### src/rtl/uart_rx_pkg.sv
// Package: shared types and constants for the serial receiver.
// Assumes a fixed maximum character width of 9 bits.
package uart_rx_pkg;
    localparam int unsigned CHAR_W = 9;

    typedef enum logic [2:0] {
        ST_IDLE,
        ST_START,
        ST_DATA,
        ST_PARITY,
        ST_STOP1,
        ST_STOP2
    } rx_state_e;
endpackage

### src/rtl/rx_baud_tick.sv
// Reload divider: emits one tick every (divisor+1) cycles with clk_en high.
// Assumes the divisor is static while frames are in flight.
module rx_baud_tick #(
    parameter int unsigned DIV_W = 8
) (
    input  logic             clk,
    input  logic             rst_n,
    input  logic             clk_en,
    input  logic [DIV_W-1:0] divisor,
    output logic             tick
);
    logic [DIV_W-1:0] cnt_q;

    // Down-counter that reloads from the divisor on each tick.
    always_ff @(posedge clk) begin
        if (!rst_n) begin
            cnt_q <= '0;
        end else if (clk_en) begin
            cnt_q <= (cnt_q == '0) ? divisor : cnt_q - 1'b1;
        end
    end

    assign tick = clk_en && (cnt_q == '0);

    // A nonzero divisor forbids ticks on consecutive cycles.
    assert_tick_spacing_R1: assert property (@(posedge clk) disable iff (!rst_n)
        (tick && divisor != '0) |=> !tick);
endmodule

### src/rtl/rx_frame_fsm.sv
// Frame engine: detects and confirms the start bit, samples data, parity
// and stop bits at mid-bit on the oversample tick, and reports each character.
// Assumes rx_s is already synchronised to clk and idles high.
module rx_frame_fsm
    import uart_rx_pkg::*;
#(
    parameter int unsigned OVS_W = 4
) (
    input  logic              clk,
    input  logic              rst_n,
    input  logic              tick,
    input  logic              rx_en,
    input  logic              rx_s,
    input  logic [1:0]        char_len,
    input  logic              parity_en,
    input  logic              parity_odd,
    input  logic              two_stop,
    output logic              done,
    output logic [CHAR_W-1:0] data,
    output logic              perr,
    output logic              ferr
);
    localparam logic [OVS_W-1:0] MID_CNT  = OVS_W'((1 << OVS_W) / 2 - 1);
    localparam logic [OVS_W-1:0] LAST_CNT = '1;

    rx_state_e         state_q;
    logic [OVS_W-1:0]  os_cnt_q;
    logic [3:0]        bit_idx_q;
    logic [3:0]        last_idx;
    logic [CHAR_W-1:0] shreg_q;
    logic              par_acc_q;
    logic              ferr_acc_q;
    logic              armed_q;

    // Index of the final data bit for the selected character length.
    always_comb begin
        case (char_len)
            2'd0:    last_idx = 4'd6;
            2'd1:    last_idx = 4'd7;
            default: last_idx = 4'd8;
        endcase
    end

    // Right-align the character that was shifted in from the top.
    assign data = shreg_q >> (4'(CHAR_W - 1) - last_idx);

    // Frame sequencer: one sampling decision per oversample tick.
    always_ff @(posedge clk) begin
        if (!rst_n) begin
            state_q    <= ST_IDLE;
            os_cnt_q   <= '0;
            bit_idx_q  <= '0;
            shreg_q    <= '0;
            par_acc_q  <= 1'b0;
            ferr_acc_q <= 1'b0;
            armed_q    <= 1'b0;
            done       <= 1'b0;
            perr       <= 1'b0;
            ferr       <= 1'b0;
        end else begin
            done <= 1'b0;
            if (!rx_en) begin
                state_q <= ST_IDLE;
                armed_q <= 1'b0;
            end else if (tick) begin
                case (state_q)
                    ST_IDLE: begin
                        if (rx_s) begin
                            armed_q <= 1'b1;
                        end else if (armed_q) begin
                            armed_q  <= 1'b0;
                            os_cnt_q <= '0;
                            state_q  <= ST_START;
                        end
                    end
                    ST_START: begin
                        os_cnt_q <= os_cnt_q + 1'b1;
                        if (os_cnt_q == MID_CNT) begin
                            if (rx_s) begin
                                state_q <= ST_IDLE;
                            end else begin
                                state_q    <= ST_DATA;
                                os_cnt_q   <= '0;
                                bit_idx_q  <= '0;
                                par_acc_q  <= 1'b0;
                                ferr_acc_q <= 1'b0;
                            end
                        end
                    end
                    ST_DATA: begin
                        os_cnt_q <= os_cnt_q + 1'b1;
                        if (os_cnt_q == LAST_CNT) begin
                            shreg_q   <= {rx_s, shreg_q[CHAR_W-1:1]};
                            par_acc_q <= par_acc_q ^ rx_s;
                            bit_idx_q <= bit_idx_q + 1'b1;
                            if (bit_idx_q == last_idx) begin
                                state_q <= parity_en ? ST_PARITY : ST_STOP1;
                            end
                        end
                    end
                    ST_PARITY: begin
                        os_cnt_q <= os_cnt_q + 1'b1;
                        if (os_cnt_q == LAST_CNT) begin
                            par_acc_q <= par_acc_q ^ rx_s;
                            state_q   <= ST_STOP1;
                        end
                    end
                    ST_STOP1: begin
                        os_cnt_q <= os_cnt_q + 1'b1;
                        if (os_cnt_q == LAST_CNT) begin
                            if (two_stop) begin
                                ferr_acc_q <= !rx_s;
                                state_q    <= ST_STOP2;
                            end else begin
                                done    <= 1'b1;
                                ferr    <= !rx_s;
                                perr    <= parity_en & (par_acc_q ^ parity_odd);
                                state_q <= ST_IDLE;
                            end
                        end
                    end
                    ST_STOP2: begin
                        os_cnt_q <= os_cnt_q + 1'b1;
                        if (os_cnt_q == LAST_CNT) begin
                            done    <= 1'b1;
                            ferr    <= ferr_acc_q | !rx_s;
                            perr    <= parity_en & (par_acc_q ^ parity_odd);
                            state_q <= ST_IDLE;
                        end
                    end
                    default: state_q <= ST_IDLE;
                endcase
            end
        end
    end

    // With reception disabled, the engine sits idle on the next cycle.
    assert_disabled_idle_R2: assert property (@(posedge clk) disable iff (!rst_n)
        !rx_en |=> state_q == ST_IDLE);

    // A completed character always returns the engine to idle.
    assert_done_to_idle_R7: assert property (@(posedge clk) disable iff (!rst_n)
        done |-> state_q == ST_IDLE);
endmodule

### src/rtl/rx_buffer_flags.sv
// Receive buffer: holds the last character, raises the request pulse,
// latches error flags and drives the ready output.
// Assumes done is a single-cycle pulse.
module rx_buffer_flags
    import uart_rx_pkg::*;
(
    input  logic              clk,
    input  logic              rst_n,
    input  logic              done,
    input  logic [CHAR_W-1:0] data_in,
    input  logic              perr_in,
    input  logic              ferr_in,
    input  logic              rd_strobe,
    input  logic              rx_en,
    input  logic              rts_en,
    output logic [CHAR_W-1:0] rx_data,
    output logic              buf_full,
    output logic              rx_irq,
    output logic              err_overrun,
    output logic              err_framing,
    output logic              err_parity,
    output logic              err_sum,
    output logic              rts_n
);
    logic unread;

    assign unread = buf_full && !rd_strobe;

    // Buffer load, request pulse and flag latching or clearing.
    always_ff @(posedge clk) begin
        if (!rst_n) begin
            rx_data     <= '0;
            buf_full    <= 1'b0;
            rx_irq      <= 1'b0;
            err_overrun <= 1'b0;
            err_framing <= 1'b0;
            err_parity  <= 1'b0;
        end else begin
            rx_irq <= 1'b0;
            if (done) begin
                rx_data     <= data_in;
                buf_full    <= 1'b1;
                rx_irq      <= !unread;
                err_overrun <= unread;
                err_framing <= ferr_in | (unread & err_framing);
                err_parity  <= perr_in | (unread & err_parity);
            end else if (rd_strobe) begin
                buf_full    <= 1'b0;
                err_overrun <= 1'b0;
                err_framing <= 1'b0;
                err_parity  <= 1'b0;
            end
        end
    end

    assign err_sum = err_overrun | err_framing | err_parity;
    assign rts_n   = rts_en & (buf_full | !rx_en);

    // A request pulse always accompanies a full buffer.
    assert_irq_with_data_R5: assert property (@(posedge clk) disable iff (!rst_n)
        rx_irq |-> buf_full);

    // An overrun never produces a request pulse.
    assert_no_irq_on_overrun_R8: assert property (@(posedge clk) disable iff (!rst_n)
        $rose(err_overrun) |-> !rx_irq);

    // Error flags exist only alongside an unread character.
    assert_errors_need_data_R9: assert property (@(posedge clk) disable iff (!rst_n)
        err_sum |-> buf_full);

    // A read with no new character empties the buffer.
    assert_read_clears_R10: assert property (@(posedge clk) disable iff (!rst_n)
        (rd_strobe && !done) |=> (!buf_full && !err_sum));
endmodule

### src/rtl/uart_rx_core.sv
// Top level: synchronises the line, then joins divider, frame engine and
// buffer. Assumes configuration inputs are static during a frame.
module uart_rx_core
    import uart_rx_pkg::*;
#(
    parameter int unsigned DIV_W = 8,
    parameter int unsigned OVS_W = 4
) (
    input  logic              clk,
    input  logic              rst_n,
    input  logic              clk_en,
    input  logic [DIV_W-1:0]  divisor,
    input  logic              rx_en,
    input  logic [1:0]        char_len,
    input  logic              parity_en,
    input  logic              parity_odd,
    input  logic              two_stop,
    input  logic              rts_en,
    input  logic              rx_line,
    input  logic              rd_strobe,
    output logic [CHAR_W-1:0] rx_data,
    output logic              buf_full,
    output logic              rx_irq,
    output logic              err_overrun,
    output logic              err_framing,
    output logic              err_parity,
    output logic              err_sum,
    output logic              rts_n
);
    logic [1:0]        sync_q;
    logic              tick;
    logic              done;
    logic [CHAR_W-1:0] char_data;
    logic              perr;
    logic              ferr;

    // Two-stage synchroniser on the serial line, idle high.
    always_ff @(posedge clk) begin
        if (!rst_n) sync_q <= 2'b11;
        else        sync_q <= {sync_q[0], rx_line};
    end

    rx_baud_tick #(.DIV_W(DIV_W)) u_tick (
        .clk     (clk),
        .rst_n   (rst_n),
        .clk_en  (clk_en),
        .divisor (divisor),
        .tick    (tick)
    );

    rx_frame_fsm #(.OVS_W(OVS_W)) u_fsm (
        .clk        (clk),
        .rst_n      (rst_n),
        .tick       (tick),
        .rx_en      (rx_en),
        .rx_s       (sync_q[1]),
        .char_len   (char_len),
        .parity_en  (parity_en),
        .parity_odd (parity_odd),
        .two_stop   (two_stop),
        .done       (done),
        .data       (char_data),
        .perr       (perr),
        .ferr       (ferr)
    );

    rx_buffer_flags u_buf (
        .clk         (clk),
        .rst_n       (rst_n),
        .done        (done),
        .data_in     (char_data),
        .perr_in     (perr),
        .ferr_in     (ferr),
        .rd_strobe   (rd_strobe),
        .rx_en       (rx_en),
        .rts_en      (rts_en),
        .rx_data     (rx_data),
        .buf_full    (buf_full),
        .rx_irq      (rx_irq),
        .err_overrun (err_overrun),
        .err_framing (err_framing),
        .err_parity  (err_parity),
        .err_sum     (err_sum),
        .rts_n       (rts_n)
    );
endmodule

### config.mk
export PLATFORM = sky130hd
export DESIGN_NAME = uart_rx_core
export DESIGN_NICKNAME = d
export VERILOG_FILES = /design/src/rtl/uart_rx_pkg.sv /design/src/rtl/rx_baud_tick.sv /design/src/rtl/rx_frame_fsm.sv /design/src/rtl/rx_buffer_flags.sv /design/src/rtl/uart_rx_core.sv
export SDC_FILE = /design/constraint.sdc
export NUM_CORES = 1
export LEC_CHECK = 0
export BUFFER_PORTS_ARGS = -buffer_cell sky130_fd_sc_hd__clkbuf_2
export CORE_MARGIN = 2
export CORE_UTILIZATION = 43
export DETAILED_ROUTE_END_ITERATION = 7
export GPL_TIMING_DRIVEN = 1
export MAX_ROUTING_LAYER = met4
export PLACE_DENSITY = 0.71
export RECOVER_POWER = 100
export SYNTH_ARGS = -nofsm -noshare
export SYNTH_HDL_FRONTEND = slang
export SYNTH_SLANG_ARGS = --single-unit
### constraint.sdc
create_clock -name clk -period 2.2 [get_ports clk]
set_clock_uncertainty 0.2 [all_clocks]
set_input_delay 0.11 -clock clk [delete_from_list [all_inputs] [get_ports clk]]
set_output_delay 0.11 -clock clk [all_outputs]
set_load 0.02 [all_outputs]
==> flow_summary.ini, run 1 <==
[logic_synthesis]
syn_inst = 313
synth_warnings = 0
yosys.cell_types.count = 58
synth-xor-area-share = 0.009804
synth.avg_cell_area_um2 = 8.563
yosys.area_share.simple = 0.2894
ys_seq_area_frac = 0.3735
syn_area_mm2 = 0.002680
synth_ff_type = dfxtp_1
synth_fp_nets = 337
synth-adder-area-share = 0.01867
synthMuxAreaShare = 0.1167
synth_top_family_by_area = simple AND/OR/NAND/NOR gates
synth-compound-area-share = 0.1564
ys_seq_elements = 50
synth_edf_count = 0
ys_async_sr_fraction = 0

[cells_and_area]
area_growth_pct = 23.76
diodes = 0
nNetsFinal = 399
drive_gt1_frac = 0.1862
fillers = 545
final_cell_mix = 49 x dfxtp_1, 41 x nor2_1, 29 x mux2i_1, 27 x nand2_1
final_common_cell = dfxtp_1

[setup_path]
r2r_end = u_fsm.ferr$_SDFFE_PN0P_
cp_num_buf_inv = 1
required_ns = 2.21
rrSetupSlack_ns = 0.10
cp-end-kind = register
cpMaxStageDelayCell = a2111oi_4
start_kind = register
crit_start = u_tick.cnt_q[1]$_SDFFE_PN0P_
cpLargestDelayFamily = compound AO/OA/AOI/OAI gates
cp_slowest_stage_delay_ns = 0.40
reg2reg_depth = 7
critPathArrivalTime_ns = 2.11
worstPathCellList = inv_2, ha_4, nor4b_4, nand3_4, a2111oi_4, nor2_1, a311oi_1
crit_cells = 7
crit_type = register to register
crit_fanout = 5
r2r_start = u_tick.cnt_q[1]$_SDFFE_PN0P_

[flow_run]
maxCapViolCount = 0

[global_routing]
grt_pass1_vias = 2294
grtUsageTotal = 0.1907
antenna_found_initial = 0
grt_remaining_overflow = 0
grt_max_degree = 36
grt_pass1_wl_mm = 10.83

[detailed_routing]
initialDrtViolationCount = 237
ant_nets = 0
wire_per_inst_um = 14.20
wirelength_mm = 6.405
vias = 2500
first_pass_iters = 4
viasPerCell = 5.543
drc = 0

[die]
row_count = 28
ios = 36
core-area_mm2 = 0.005956
die-area_mm2 = 0.006880
start_util = 0.4500
die_w_um = 82.95
fp.dieH_um = 82.95

[sta]
fin_ws_ns = 0.1047
worst_pin_slew_ns = 0.7270
min_period_over_period = 0.9524
hold_slack_ns = 0.05785
max_freq_mhz = 477.3
setup_violations = 0
slew_headroom = 0.5147
drv_slew = 0
fin_tns_setup_ns = 0
hold_violations = 0
final.min_clock_period_ns = 2.095

[cts]
clk_pin_slew_ns = 0.10
cts_sinks = 50
cts_tree = done
cts_root_buf = clkbuf_8
clk_latency_ns = 0.30
clock_path_buffers = 2
cts_made_buffers = 5
h-tree-depth = 2

[placement]
io_buffers = 35
dp.final_hpwl_mm = 4.320
place.gp.congestion = 0.9707
dpl_worst_slack_ns = -0.03284

[status]
outcome = completed

[min_path]
hold-path-endpoint = u_fsm.ferr$_SDFFE_PN0P_
hp-start = two_stop
min_delay_path_depth = 4
hold_class = primary input to register

[power_and_ir_drop]
peakVddDrop_mv = 0.5372
pwr_density_cell_mw_per_mm2 = 622.0
leakagePower_nw = 1.251
-- layout make-up --
| type | instances | area [µm²] | area share |
|---|---|---|---|
| well taps | 75 | 93.84 | 0.02829 |
| clock inverters | 3 | 21.27 | 0.006413 |
| repair buffers | 71 | 461.7 | 0.1392 |
| flip-flops and latches | 50 | 1002 | 0.3021 |
| multi-input cells | 240 | 1643 | 0.4953 |
| clock buffers | 5 | 68.82 | 0.02075 |
| inverters | 7 | 26.28 | 0.007922 |
-- tightest hold or removal path: cells and delay by family --
kind                   cells  cell delay, ns
AOI/OAI and AO/OA          2            0.17
buffers and inverters      1            0.16
and+or+nand+nor            1            0.09
-- cells in the mapped netlist, types with 4 or more instances --
| library cell | number | area [µm²] |
|---|---|---|
| a211oi_1 | 5 | 37.54 |
| a21oi_1 | 13 | 65.06 |
| a22oi_1 | 6 | 45.04 |
| and3_1 | 6 | 37.54 |
| clkbuf_1 | 11 | 41.29 |
| dfxtp_1 | 50 | 1001 |
| ha_1 | 4 | 50.05 |
| inv_1 | 7 | 26.28 |
| mux2i_1 | 29 | 290.3 |
| nand2_1 | 27 | 101.4 |
| nand2b_1 | 9 | 56.30 |
| nand3_1 | 6 | 30.03 |
| nor2_1 | 41 | 153.9 |
| nor2b_1 | 9 | 56.30 |
| nor3_1 | 13 | 65.06 |
| o21ai_0 | 14 | 70.07 |
-- through the flow --
stage               cell area (µm²)    util  cells  total power [W]
floorplan                      2680       -    313         0.001333
global placement               3015  0.5063    425         0.001460
detailed placement             3015  0.5063    425         0.001472
CTS                            3278  0.5504    449         0.002034
global route                   3317  0.5569    451         0.002165
finish                         3317  0.5569    451         0.002063
-- kinds of logic after synthesis --
family                     Yosys count
xor gates and xnor gates             3
AOI/OAI and AO/OA                   61
DFF                                 50
and+or+nand+nor                    141
adders and majority gates            4
muxes                               31
buffers and inverters               23
-- state kept, by name, indices dropped and copies added (netlist names) --
signal and cells:
sync_q 2, u_buf.buf_full 1, u_buf.err_framing 1, u_buf.err_overrun 1, u_buf.err_parity 1, u_buf.rx_data 9
u_buf.rx_irq 1, u_fsm.armed_q 1, u_fsm.bit_idx_q 4, u_fsm.done 1, u_fsm.ferr 1, u_fsm.ferr_acc_q 1
u_fsm.os_cnt_q 4, u_fsm.par_acc_q 1, u_fsm.perr 1, u_fsm.shreg_q 9, u_fsm.state_q 3, u_tick.cnt_q 8
-- metal layers --
| layer | up-vias | routed length (µm) | track usage |
|---|---|---|---|
| li1 | 1260 | - | - |
| met1 | 1166 | 2973 | 0.2461 |
| met2 | 62 | 3070 | 0.3079 |
| met3 | 12 | 228 | 0.02584 |
| met4 | 0 | 132 | 0.06557 |
| met5 | - | 0 | - |
-- report_power, final --
group / internal (W) / switching, W / total (W)
clock: 0.000224 / 0.000328 / 0.000553
sequential: 0.000950 / 0.0000654 / 0.00101
combinational: 0.000245 / 0.000250 / 0.000496
total: 0.00142 / 0.000644 / 0.00206
-- what timing repair did --
action / in CTS / in global routing
endpoints found under the hold margin: 16 / 0
setup buffers: 0 / 1
hold buffers: 16 / 0
pin swaps: 0 / 5
resized for setup: 1 / 14
setup endpoints to repair: 1 / 17
cloned: 0 / 1
-- worst max-delay path by stage --
stage | endpoint
final | u_fsm.ferr$_SDFFE_PN0P_
after global routing | u_fsm.ferr$_SDFFE_PN0P_
after CTS | u_fsm.bit_idx_q[2]$_SDFFE_PN0P_
after detailed placement | u_fsm.ferr$_SDFFE_PN0P_
after global placement | u_fsm.bit_idx_q[2]$_SDFFE_PN0P_
after floorplan | u_fsm.state_q[0]$_SDFFE_PN0P_
Power figures use the tool's default switching activity.
==> run 2: changes to the inputs <==
CORE_ASPECT_RATIO = 1.4   (was unset)
GPL_TIMING_DRIVEN = 0   (was 1)
PLACE_DENSITY = 0.68   (was 0.71)
clock period = 2.7 ns   (was 2.2 ns; I/O delays follow)
==> flow_summary.ini, run 2 (synthesis gave the netlist of run 1 again) <==
[die]
start_util = 0.4375
die_w_um = 70.72
die-area_mm2 = 0.006889
row_count = 34
fp.dieH_um = 97.41
ios = 36
core-area_mm2 = 0.006126

[setup_path]
crit_start = u_tick.cnt_q[0]$_SDFFE_PN0P_
cpMaxStageDelayCell = clkbuf_1
cp_num_buf_inv = 2
crit_fanout = 8
required_ns = 2.70
cpLargestDelayFamily = compound AO/OA/AOI/OAI gates
worstPathCellList = inv_1, ha_1, nor3b_1, and3_1, clkbuf_1, o2111a_1, a211oi_1, a31o_2
r2r_end = u_fsm.state_q[0]$_SDFFE_PN0P_
endpoint = u_fsm.state_q[0]$_SDFFE_PN0P_
critPathArrivalTime_ns = 2.44
r2r_start = u_tick.cnt_q[0]$_SDFFE_PN0P_
cp-end-kind = register
crit_cells = 8
reg2reg_depth = 8
crit_type = register to register
rrSetupSlack_ns = 0.26
start_kind = register
cp_slowest_stage_delay_ns = 0.36

[sta]
hold_slack_ns = -0.0001617
final.min_clock_period_ns = 2.439
fin_tns_setup_ns = 0
setup_violations = 0
hold_violations = 1
worst_pin_slew_ns = 0.5793
max_freq_mhz = 410.0
slew_headroom = 0.6138
min_period_over_period = 0.9034
grt_setup_unrepaired = no
fin_ws_ns = 0.2608
drv_slew = 0

[placement]
place.gp.congestion = 0.9380
dpl_worst_slack_ns = 0.3506
io_buffers = 32
dp.final_hpwl_mm = 4.700
postPlaceCellArea_mm2 = 0.002930

[cells_and_area]
stdcell_area_mm2 = 0.003153
diodes = 0
nNetsFinal = 388
top_regs = u_buf.rx_data: 9 flops, u_fsm.shreg_q: 9 flops, u_tick.cnt_q: 8 flops
drive_gt1_frac = 0.1068
multi_input_area_mm2 = 0.001567
fillers = 602
final_cell_mix = 50 x dfxtp_1, 41 x nor2_1, 29 x clkbuf_1, 29 x mux2i_1, 27 x nand2_1
final_common_cell = dfxtp_1
register_area_mm2 = 0.001001
area_growth_pct = 17.65

[power_and_ir_drop]
pwr_density_cell_mw_per_mm2 = 573.1
leakagePower_nw = 1.168
peakVddDrop_mv = 0.4165
total_power_w = 0.001807

[cts]
clock_path_buffers = 2
h-tree-depth = 2
clk_pin_slew_ns = 0.08
cts_root_buf = clkbuf_8
cts_made_buffers = 5
cts_sinks = 50
cts_tree = done
clk_latency_ns = 0.31

[detailed_routing]
wl_met3_um = 155
vias = 2433
initialDrtViolationCount = 177
wire_per_inst_um = 14.48
met1_length_mm = 2.628
first_pass_iters = 4
wirelength_mm = 6.326
ant_nets = 0
top_layer = met4
routed-wl-met2_mm = 3.395
drc = 0
viasPerCell = 5.568

[global_routing]
antenna_found_initial = 0
grt_max_degree = 16
grtUsageTotal = 0.2011
grt_remaining_overflow = 0
grt_pass1_wl_mm = 10.91
grt_pass1_vias = 2288

[min_path]
hold_class = primary input to register

[status]
outcome = finished with violations
violations = negative hold slack

[flow_run]
maxCapViolCount = 0
[run 2: power breakdown]
part           switching, W  leakage (nW)  internal (W)
Combinational      0.000170         0.692      0.000163
Sequential        0.0000604         0.405      0.000773
Clock              0.000246        0.0714      0.000395
[run 2: cell type report]
cell class	count	area share
well taps	72	0.02857
plain buffers	16	0.02143
flip-flops and latches	50	0.3175
multi-input cells	240	0.4968
inverters	7	0.008333
clock buffers	6	0.02619
repair buffers	44	0.08214
clock inverters	2	0.01905
[run 2: worst reg2reg max path: stages, from the launching register on]
cell and delay [ns]:
dfxtp_1 0.35, inv_1 0.09, ha_1 0.20, nor3b_1 0.28, and3_1 0.20, clkbuf_1 0.36, o2111a_1 0.35, a211oi_1 0.10
a31o_2 0.22
[run 2: how the worst min path moves through the flow]
stage	slack [ns]	end	cells after the start	from
after detailed placement	0.12	sync_q[0]$_SDFF_PN1_	2	rx_line
final	-0.0002	u_tick.cnt_q[0]$_SDFFE_PN0P_	3	divisor[0]
after CTS	0.0002	u_tick.cnt_q[0]$_SDFFE_PN0P_	3	divisor[0]
after floorplan	0.008	sync_q[1]$_SDFF_PN1_	1	rst_n
after global placement	0.12	sync_q[0]$_SDFF_PN1_	2	rx_line
after global routing	0.05	u_tick.cnt_q[3]$_SDFFE_PN0P_	4	divisor[3]
[run 2: per-layer routing]
metal	GRT usage	vias to the layer above
met5	-	-
met4	0.05951	0
met3	0.02801	13
met2	0.3530	37
met1	0.2357	1154
li1	-	1229
[run 2: metrics by stage]
stage	util	instances
2_1_floorplan	-	313
3_3_place_gp	0.4784	417
3_5_place_dp	0.4784	417
4_1_cts	0.5212	437
5_1_grt	0.5147	437
6_report	0.5147	437
[run 2: timing repair]
item                                    4_1_cts  5_1_grt
buffers inserted                              0        0
endpoints found under the setup margin        0        1
hold buffers                                 12        0
gates resized for setup                       0        1
endpoints found under the hold margin        13        0
